`src/rtl/sdac_loader.sv`:
```
module sdac_loader #(
  parameter int CODE_W      = 12,
  parameter int FRAME_LEN   = 16,
  parameter int SYNC_STAGES = 2
) (
  input  logic              clk,
  input  logic              rst_n,
  input  logic              sclk,
  input  logic              fsync_n,
  input  logic              sdata,
  input  logic              load_n,
  output logic [CODE_W-1:0] dac_q,
  output logic              dac_upd
);
  localparam int CW = $clog2(FRAME_LEN);
  localparam logic [CW-1:0] LAST = CW'(FRAME_LEN - 1);
  localparam logic [3:0] IDLE = 4'b1011;

  logic [3:0] sync_q [SYNC_STAGES];
  logic [3:0] prev_q;
  logic [3:0] now_s;

  always_ff @(posedge clk) begin
    if (!rst_n) begin
      for (int i = 0; i < SYNC_STAGES; i++) sync_q[i] <= IDLE;
      prev_q <= IDLE;
    end else begin
      sync_q[0] <= {load_n, sdata, fsync_n, sclk};
      for (int i = 1; i < SYNC_STAGES; i++) sync_q[i] <= sync_q[i-1];
      prev_q <= sync_q[SYNC_STAGES-1];
    end
  end

  assign now_s = sync_q[SYNC_STAGES-1];

  logic sclk_fall, fs_fall, ld_fall, sd_s, ld_s;
  assign sclk_fall = prev_q[0] & ~now_s[0];
  assign fs_fall   = prev_q[1] & ~now_s[1];
  assign ld_fall   = prev_q[3] & ~now_s[3];
  assign sd_s      = now_s[2];
  assign ld_s      = now_s[3];

  logic              busy;
  logic [CW-1:0]     bit_cnt;
  logic [CODE_W-1:0] shreg, in_latch, next_word;
  logic              done;

  assign next_word = {shreg[CODE_W-2:0], sd_s};
  assign done      = busy & ~fs_fall & sclk_fall & (bit_cnt == LAST);

  always_ff @(posedge clk) begin
    if (!rst_n) begin
      busy     <= 1'b0;
      bit_cnt  <= '0;
      shreg    <= '0;
      in_latch <= '0;
    end else if (fs_fall) begin
      busy    <= 1'b1;
      bit_cnt <= '0;
    end else if (busy && sclk_fall) begin
      shreg   <= next_word;
      bit_cnt <= bit_cnt + 1'b1;
      if (bit_cnt == LAST) begin
        busy     <= 1'b0;
        in_latch <= next_word;
      end
    end
  end

  always_ff @(posedge clk) begin
    if (!rst_n) begin
      dac_q   <= '0;
      dac_upd <= 1'b0;
    end else begin
      dac_upd <= 1'b0;
      if (done && !ld_s) begin
        dac_q   <= next_word;
        dac_upd <= 1'b1;
      end else if (ld_fall && !busy) begin
        dac_q   <= in_latch;
        dac_upd <= 1'b1;
      end
    end
  end
endmodule


```
`config.mk`:
```
export PLATFORM = sky130hd
export DESIGN_NAME = sdac_loader
export DESIGN_NICKNAME = d
export VERILOG_FILES = /design/src/rtl/sdac_loader.sv
export SDC_FILE = /design/constraint.sdc
export NUM_CORES = 1
export LEC_CHECK = 0
export ABC_CLOCK_PERIOD_IN_PS = 2300
export CAP_MARGIN = 10
export CORE_MARGIN = 5
export CORE_UTILIZATION = 40
export DETAILED_ROUTE_END_ITERATION = 6
export PLACE_DENSITY = 0.63
export SLEW_MARGIN = 20
export SYNTH_ARGS = -nofsm -noshare
export SYNTH_HDL_FRONTEND = slang
export SYNTH_SLANG_ARGS = --single-unit
```
`constraint.sdc`:
```
create_clock -name clk -period 2.3 [get_ports clk]
set_input_delay 0.69 -clock clk [delete_from_list [all_inputs] [get_ports clk]]
set_output_delay 0.69 -clock clk [all_outputs]
set_load 0.05 [all_outputs]
```
==> results of run 1 <==
-- cells in the mapped netlist, drive strengths merged (2+ instances only) --
library cell	count
a21oi	26
a221oi	12
and2	3
buf	10
clkbuf	12
dfxtp	52
mux2i	12
nand2	5
nand2b	10
nand3	13
nand4	13
nor2	15
o21ai	13
o31ai	12
xnor2	2
-- report_power, final --
| group | leakage (nW) | switching [mW] | internal (mW) | total [mW] |
|---|---|---|---|---|
| Clock | 0.0510 | 0.302 | 0.241 | 0.543 |
| Combinational | 0.338 | 0.0430 | 0.0289 | 0.0719 |
| Sequential | 0.421 | 0.00946 | 0.909 | 0.919 |
-- cells in the final DEF, fill, tap and decap left out, types with 2 or more instances in the layout --
master / count
a221oi_2: 10
clkdlybuf4s50_1: 18
nand2_1: 5
o31ai_1: 12
a221oi_1: 2
and2_1: 2
mux2i_1: 12
a21oi_1: 26
nor2_1: 15
clkinv_2: 2
clkbuf_8: 6
o21ai_0: 13
nand4_1: 12
nand3_1: 13
dfxtp_1: 52
xnor2_1: 2
nand2b_1: 10
buf_4: 9
-- per-stage QoR --
step	hold WS [ps]	setup slack (ps)	power [mW]	area, µm²	util [%]
after global routing	429	108	1.59	2490	48.2
after floorplan	386	869	0.984	2150	-
after global placement	392	495	1.01	2400	46.4
after CTS	425	136	1.54	2490	48.2
final	418	141	1.53	2490	48.2
after detailed placement	399	492	1.01	2400	46.4
-- sequential cells by signal, indices dropped and copies added (netlist names) --
register	count
shreg	11
in_latch	12
dac_upd	1
dac_q	12
busy	1
prev_q	3
bit_cnt	4
sync_q	8
-- kinds of logic after synthesis --
kind of cell / synth area share (%)
xor+xnor: 0.814
mux: 5.58
fa+ha+maj: 0.581
simple gates: 18.3
flops: 48.4
buf+inv: 5.29
compound gates: 21.0
-- per-layer routing --
| layer | up-vias | global-route usage (%) |
|---|---|---|
| li1 | 836 | - |
| met5 | - | 0 |
| met3 | 9 | 2.97 |
| met2 | 29 | 22.5 |
| met1 | 814 | 17.6 |
| met4 | 0 | 6.54 |
-- area by class of cell --
type | instances | area, µm²
fillers | 488 | 2680
flip-flops and latches | 52 | 1040
multi-input cells | 145 | 997
repair buffers | 28 | 268
well taps | 70 | 87.6
clock buffers | 6 | 82.6
clock inverters | 2 | 10.0
inverters | 2 | 7.51
-- worst max path at each step --
| stage | startpoint | endpoint | cells past startpoint |
|---|---|---|---|
| 2_1_floorplan | bit_cnt[0] | dac_q[0] | 5 |
| 3_5_place_dp | dac_q[6] | dac_q[6] | 1 |
| 6_report | dac_q[5] | dac_q[5] | 1 |
| 5_1_grt | dac_q[5] | dac_q[5] | 1 |
| 3_3_place_gp | dac_q[5] | dac_q[5] | 1 |
| 4_1_cts | dac_q[5] | dac_q[5] | 1 |
==> run_results.csv, run 1 <==
group,metric,value,unit
outcome,status,"finished, final reports clean",
route,via_per_inst,5.53,
logic_synthesis,yosysSeqAreaShare,48.4,%
timing,rsz0062_at_grt,"false",
clock_network,htreeDepth,2,
clock_network,post_cts.repair.setup_buffers,0,
floorplanning,dieArea,6950,µm²
route,drc,0,
logic_synthesis,synth_area,2150,µm²
worst_setup_path,crit_buf_inv,1,
logic_synthesis,postSynthCellCount,221,
clock_network,cts_buffers,5,
timing,fmax,0.463,GHz
logic_synthesis,netlist.top_cell.by_area,"dfxtp_1",
clock_network,cts.sinks,52,
power_and_ir_drop,p_per_area,615,nW/µm²
route,routed_wl,4670,µm
timing,fin_skew,7.57,ps
worst_setup_path,path_class,"reg -> out",
clock_network,cts_tree,"yes",
job,max_cap_violations,0,
logic_synthesis,syn_area_per_cell,9.74,µm²
worst_setup_path,r2r-start,"bit_cnt[0]",
timing,slew_headroom,57.2,%
logic_synthesis,synthFlopType,"dfxtp_1",
clock_network,clockBufferDepth,2,
final_layout,area_growth,15.9,%
final_layout,layout-drive-gt1-share,13.2,%
power_and_ir_drop,peakVddDrop,0.274,mV
worst_setup_path,cp_slowest_stage_delay,810,ps
worst_setup_path,path_max_fanout,2,
route,vias,1688,
global_route,grt_first_pass_wirelength,7950,µm
logic_synthesis,ys.warnings.count,0,
route,wl_met2,2130,µm
final_layout,num-nets-final,241,
logic_synthesis,async_flop_share,0,%
clock_network,cts_hold_buf,0,
global_route,grt_usage,13.9,%
worst_setup_path,worstPathArrival,1470,ps
timing,setup_viol,0,
worst_setup_path,ff2ff_setup_slack,540,ps
logic_synthesis,syn-num-nets,228,
power_and_ir_drop,p_leak,0.810,nW
clock_network,root_buffer,"clkbuf_8",
global_route,grt_max_degree,36,
route,m1WireLength,2270,µm
timing,worstMarginPinSlew,641,ps
route,wl_met3,160,µm
global_route,grt.overflow.total,0,
route,highest_layer,"met4",
route,ant_nets,0,
worst_setup_path,cp-end-kind,"primary output",
placed_design,placed_cells,297,
worst_setup_path,crit_slowest_cell,"clkdlybuf4s50_1",
floorplanning,die_y,83.4,µm
clock_network,clock_latency,310,ps
logic_synthesis,ys_seq_elements,52,
placed_design,gp_congestion,0.766,
logic_synthesis,synth.distinct_cells,32,
worst_setup_path,reg2reg_depth,5,
worst_setup_path,crit_family,"buffers and inverters",
floorplanning,die_w,83.4,µm
timing,finalCritPeriodShare,93.9,%
worst_setup_path,critPathLaunchType,"register",
timing,drv_slew,0,
worst_setup_path,crit_chain,"clkdlybuf4s50_1",
timing,finalSetupTns,0,ps
global_route,grt_pass1_vias,1582,
floorplanning,start_util,41.6,%
route,dr.pass1.iters,4,
placed_design,dp_hpwl,2860,µm
logic_synthesis,synth_edf_count,0,
worst_hold_path,hold_start,"sync_q[0][0]",
worst_setup_path,r2r_end,"dac_q[5]",
floorplanning,ios,19,
logic_synthesis,synth.area.top_cells,"dfxtp_1 48%, a221oi_2 7.0%, a21oi_1 6.0%",
timing,hold_viol,0,
final_layout,finalNonFillerCells,305,
route,wire_per_inst,15.3,µm
clock_network,cts_resized,0,
worst_setup_path,cp.required,1610,ps
timing,fin_crit,2160,ps
placed_design,port_buffers,18,
route,drt-initial-drc-count,192,
logic_synthesis,synth_top_area_share,48.4,%
worst_hold_path,min_to,"sync_q[0][4]",
worst_hold_path,worstHoldPathCells,1,
global_route,antenna_found_initial,0,
floorplanning,rows,26,
final_layout,diodes,0,
floorplanning,core,5170,µm²
clock_network,path_clk_slew,100,ps
worst_hold_path,holdCritPathClass,"reg -> reg",
No activity file was read; power rests on OpenSTA's default activity.
==> run 2: changes to the inputs <==
CORE_UTILIZATION = 23   (was 40)
PLACE_DENSITY = 0.43   (was 0.63)
==> run_results.csv, run 2 (synthesis gave the netlist of run 1 again) <==
group,metric,value,unit
route,dr.pass1.iters,4,
timing,fin_crit,2130,ps
timing,fmax,0.469,GHz
floorplanning,core,9200,µm²
route,wire_per_inst,15.3,µm
timing,setup_slack,166,ps
placed_design,dpl_worst_slack,487,ps
clock_network,post_cts.repair.setup_buffers,0,
worst_setup_path,crit_end,"dac_q[5]",
final_layout,top_regs,"dac_q: 12 flops, in_latch: 12 flops, shreg: 11 flops",
placed_design,gp_congestion,0.710,
route,drt-initial-drc-count,106,
worst_setup_path,r2r-start,"bit_cnt[0]",
final_layout,fin_area,2570,µm²
clock_network,cts_hold_buf,0,
route,vias,1689,
timing,hold_viol,0,
placed_design,dp_hpwl,3220,µm
power_and_ir_drop,switching_share,22.6,%
worst_setup_path,crit_slowest_cell,"clkdlybuf4s50_1",
worst_setup_path,cp_slowest_stage_delay,810,ps
job,max_cap_violations,0,
route,ant_nets,0,
worst_setup_path,path_class,"reg -> out",
worst_setup_path,crit_family,"buffers and inverters",
route,drc,0,
final_layout,utilization,27.9,%
global_route,antenna_found_initial,0,
power_and_ir_drop,p_int,1.18,mW
floorplanning,ios,19,
timing,holdWs,413,ps
floorplanning,dieArea,11400,µm²
worst_setup_path,worstPathArrival,1440,ps
worst_setup_path,cp.depth,1,
worst_setup_path,critPathLaunchType,"register",
power_and_ir_drop,clock_power_share,35.2,%
worst_setup_path,cp.required,1610,ps
power_and_ir_drop,p_leak,0.816,nW
power_and_ir_drop,p_per_area,596,nW/µm²
final_layout,final_cell_mix,"52 x dfxtp_1, 26 x a21oi_1, 18 x clkdlybuf4s50_1",
final_layout,area_growth,19.4,%
power_and_ir_drop,power_frac_seq,59.8,%
timing,fin_skew,6.53,ps
final_layout,num-nets-final,243,
worst_setup_path,cp-end-kind,"primary output",
timing,rsz0062_at_grt,"false",
worst_setup_path,r2r_end,"dac_q[5]",
final_layout,final_common_cell,"dfxtp_1",
power_and_ir_drop,peakVddDrop,0.225,mV
floorplanning,start_util,23.4,%
worst_setup_path,reg2reg_depth,5,
outcome,status,"finished, final reports clean",
clock_network,cts.sinks,52,
timing,finalCritPeriodShare,92.8,%
floorplanning,die_w,107,µm
power_and_ir_drop,p_sw,346,µW
timing,finalSetupTns,0,ps
power_and_ir_drop,pwr-share-comb,5.0,%
final_layout,layout-drive-gt1-share,13.1,%
worst_setup_path,crit_chain,"clkdlybuf4s50_1",
clock_network,cts_tree,"yes",
placed_design,port_buffers,18,
global_route,grt_first_pass_wirelength,8560,µm
final_layout,diodes,0,
global_route,grt_pass1_vias,1624,
worst_setup_path,crit_path_start,"dac_q[5]",
global_route,grt_usage,9.54,%
worst_setup_path,path_max_fanout,2,
route,via_per_inst,4.85,
timing,slew_headroom,61.9,%
global_route,grt.overflow.total,0,
worst_setup_path,ff2ff_setup_slack,700,ps
timing,setup_viol,0,
worst_setup_path,crit_buf_inv,1,
clock_network,clockBufferDepth,2,
global_route,grt_max_degree,36,
clock_network,htreeDepth,2,
timing,drv_slew,0,
placed_design,placed_area,2480,µm²
floorplanning,die_y,107,µm
floorplanning,rows,35,
clock_network,cts_resized,0,
timing,worstMarginPinSlew,571,ps
clock_network,path_clk_slew,90,ps
clock_network,clock_latency,300,ps
clock_network,root_buffer,"clkbuf_8",
route,routed_wl,5310,µm
worst_hold_path,holdCritPathClass,"reg -> reg",
clock_network,cts_buffers,5,
-- run 2: power by group through the flow --
stage,clock [mW],combinational [mW],sequential [mW]
after floorplan,0,0.0470,0.937
after global placement,0,0.0789,0.937
after global routing,0.614,0.0837,0.917
final,0.539,0.0770,0.916
after detailed placement,0,0.0784,0.937
after CTS,0.572,0.0786,0.916
-- run 2: worst min-delay path by stage --
stage | end | depth (start not counted) | from | slack [ps]
floorplan | sync_q[0][4] | 1 | sync_q[0][0] | 390
global placement | sync_q[0][5] | 1 | sync_q[0][1] | 390
detailed placement | sync_q[0][7] | 1 | sync_q[0][3] | 390
CTS | sync_q[0][7] | 1 | sync_q[0][3] | 420
global route | sync_q[0][4] | 1 | sync_q[0][0] | 440
finish | sync_q[0][7] | 1 | sync_q[0][3] | 410
-- run 2: layout make-up --
cell class,count,area (µm²)
fill,991,6630
timing repair buffer,30,295
multi-input combinational,145,997
sequential,52,1040
clock buffer,8,90.1
tap,111,139
inverter,2,7.51
-- run 2: per-stage QoR --
stage               power, mW  std cells
finish                   1.53        348
global route             1.61        348
CTS                      1.57        348
detailed placement       1.02        340
global placement         1.02        340
floorplan               0.984        221
-- run 2: metal layers --
metal	track usage, %	vias to the layer above	share of wire (%)
met2	15.5	36	48
met3	2.17	6	3.7
met4	3.29	0	1.4
li1	-	847	-
met5	0	-	0
met1	12.4	800	47
==> run 3: changes to the inputs <==
CAP_MARGIN = default   (was 10)
==> results of run 3 <==
The final DEF is identical to that of run 2; final timing and power are the same.
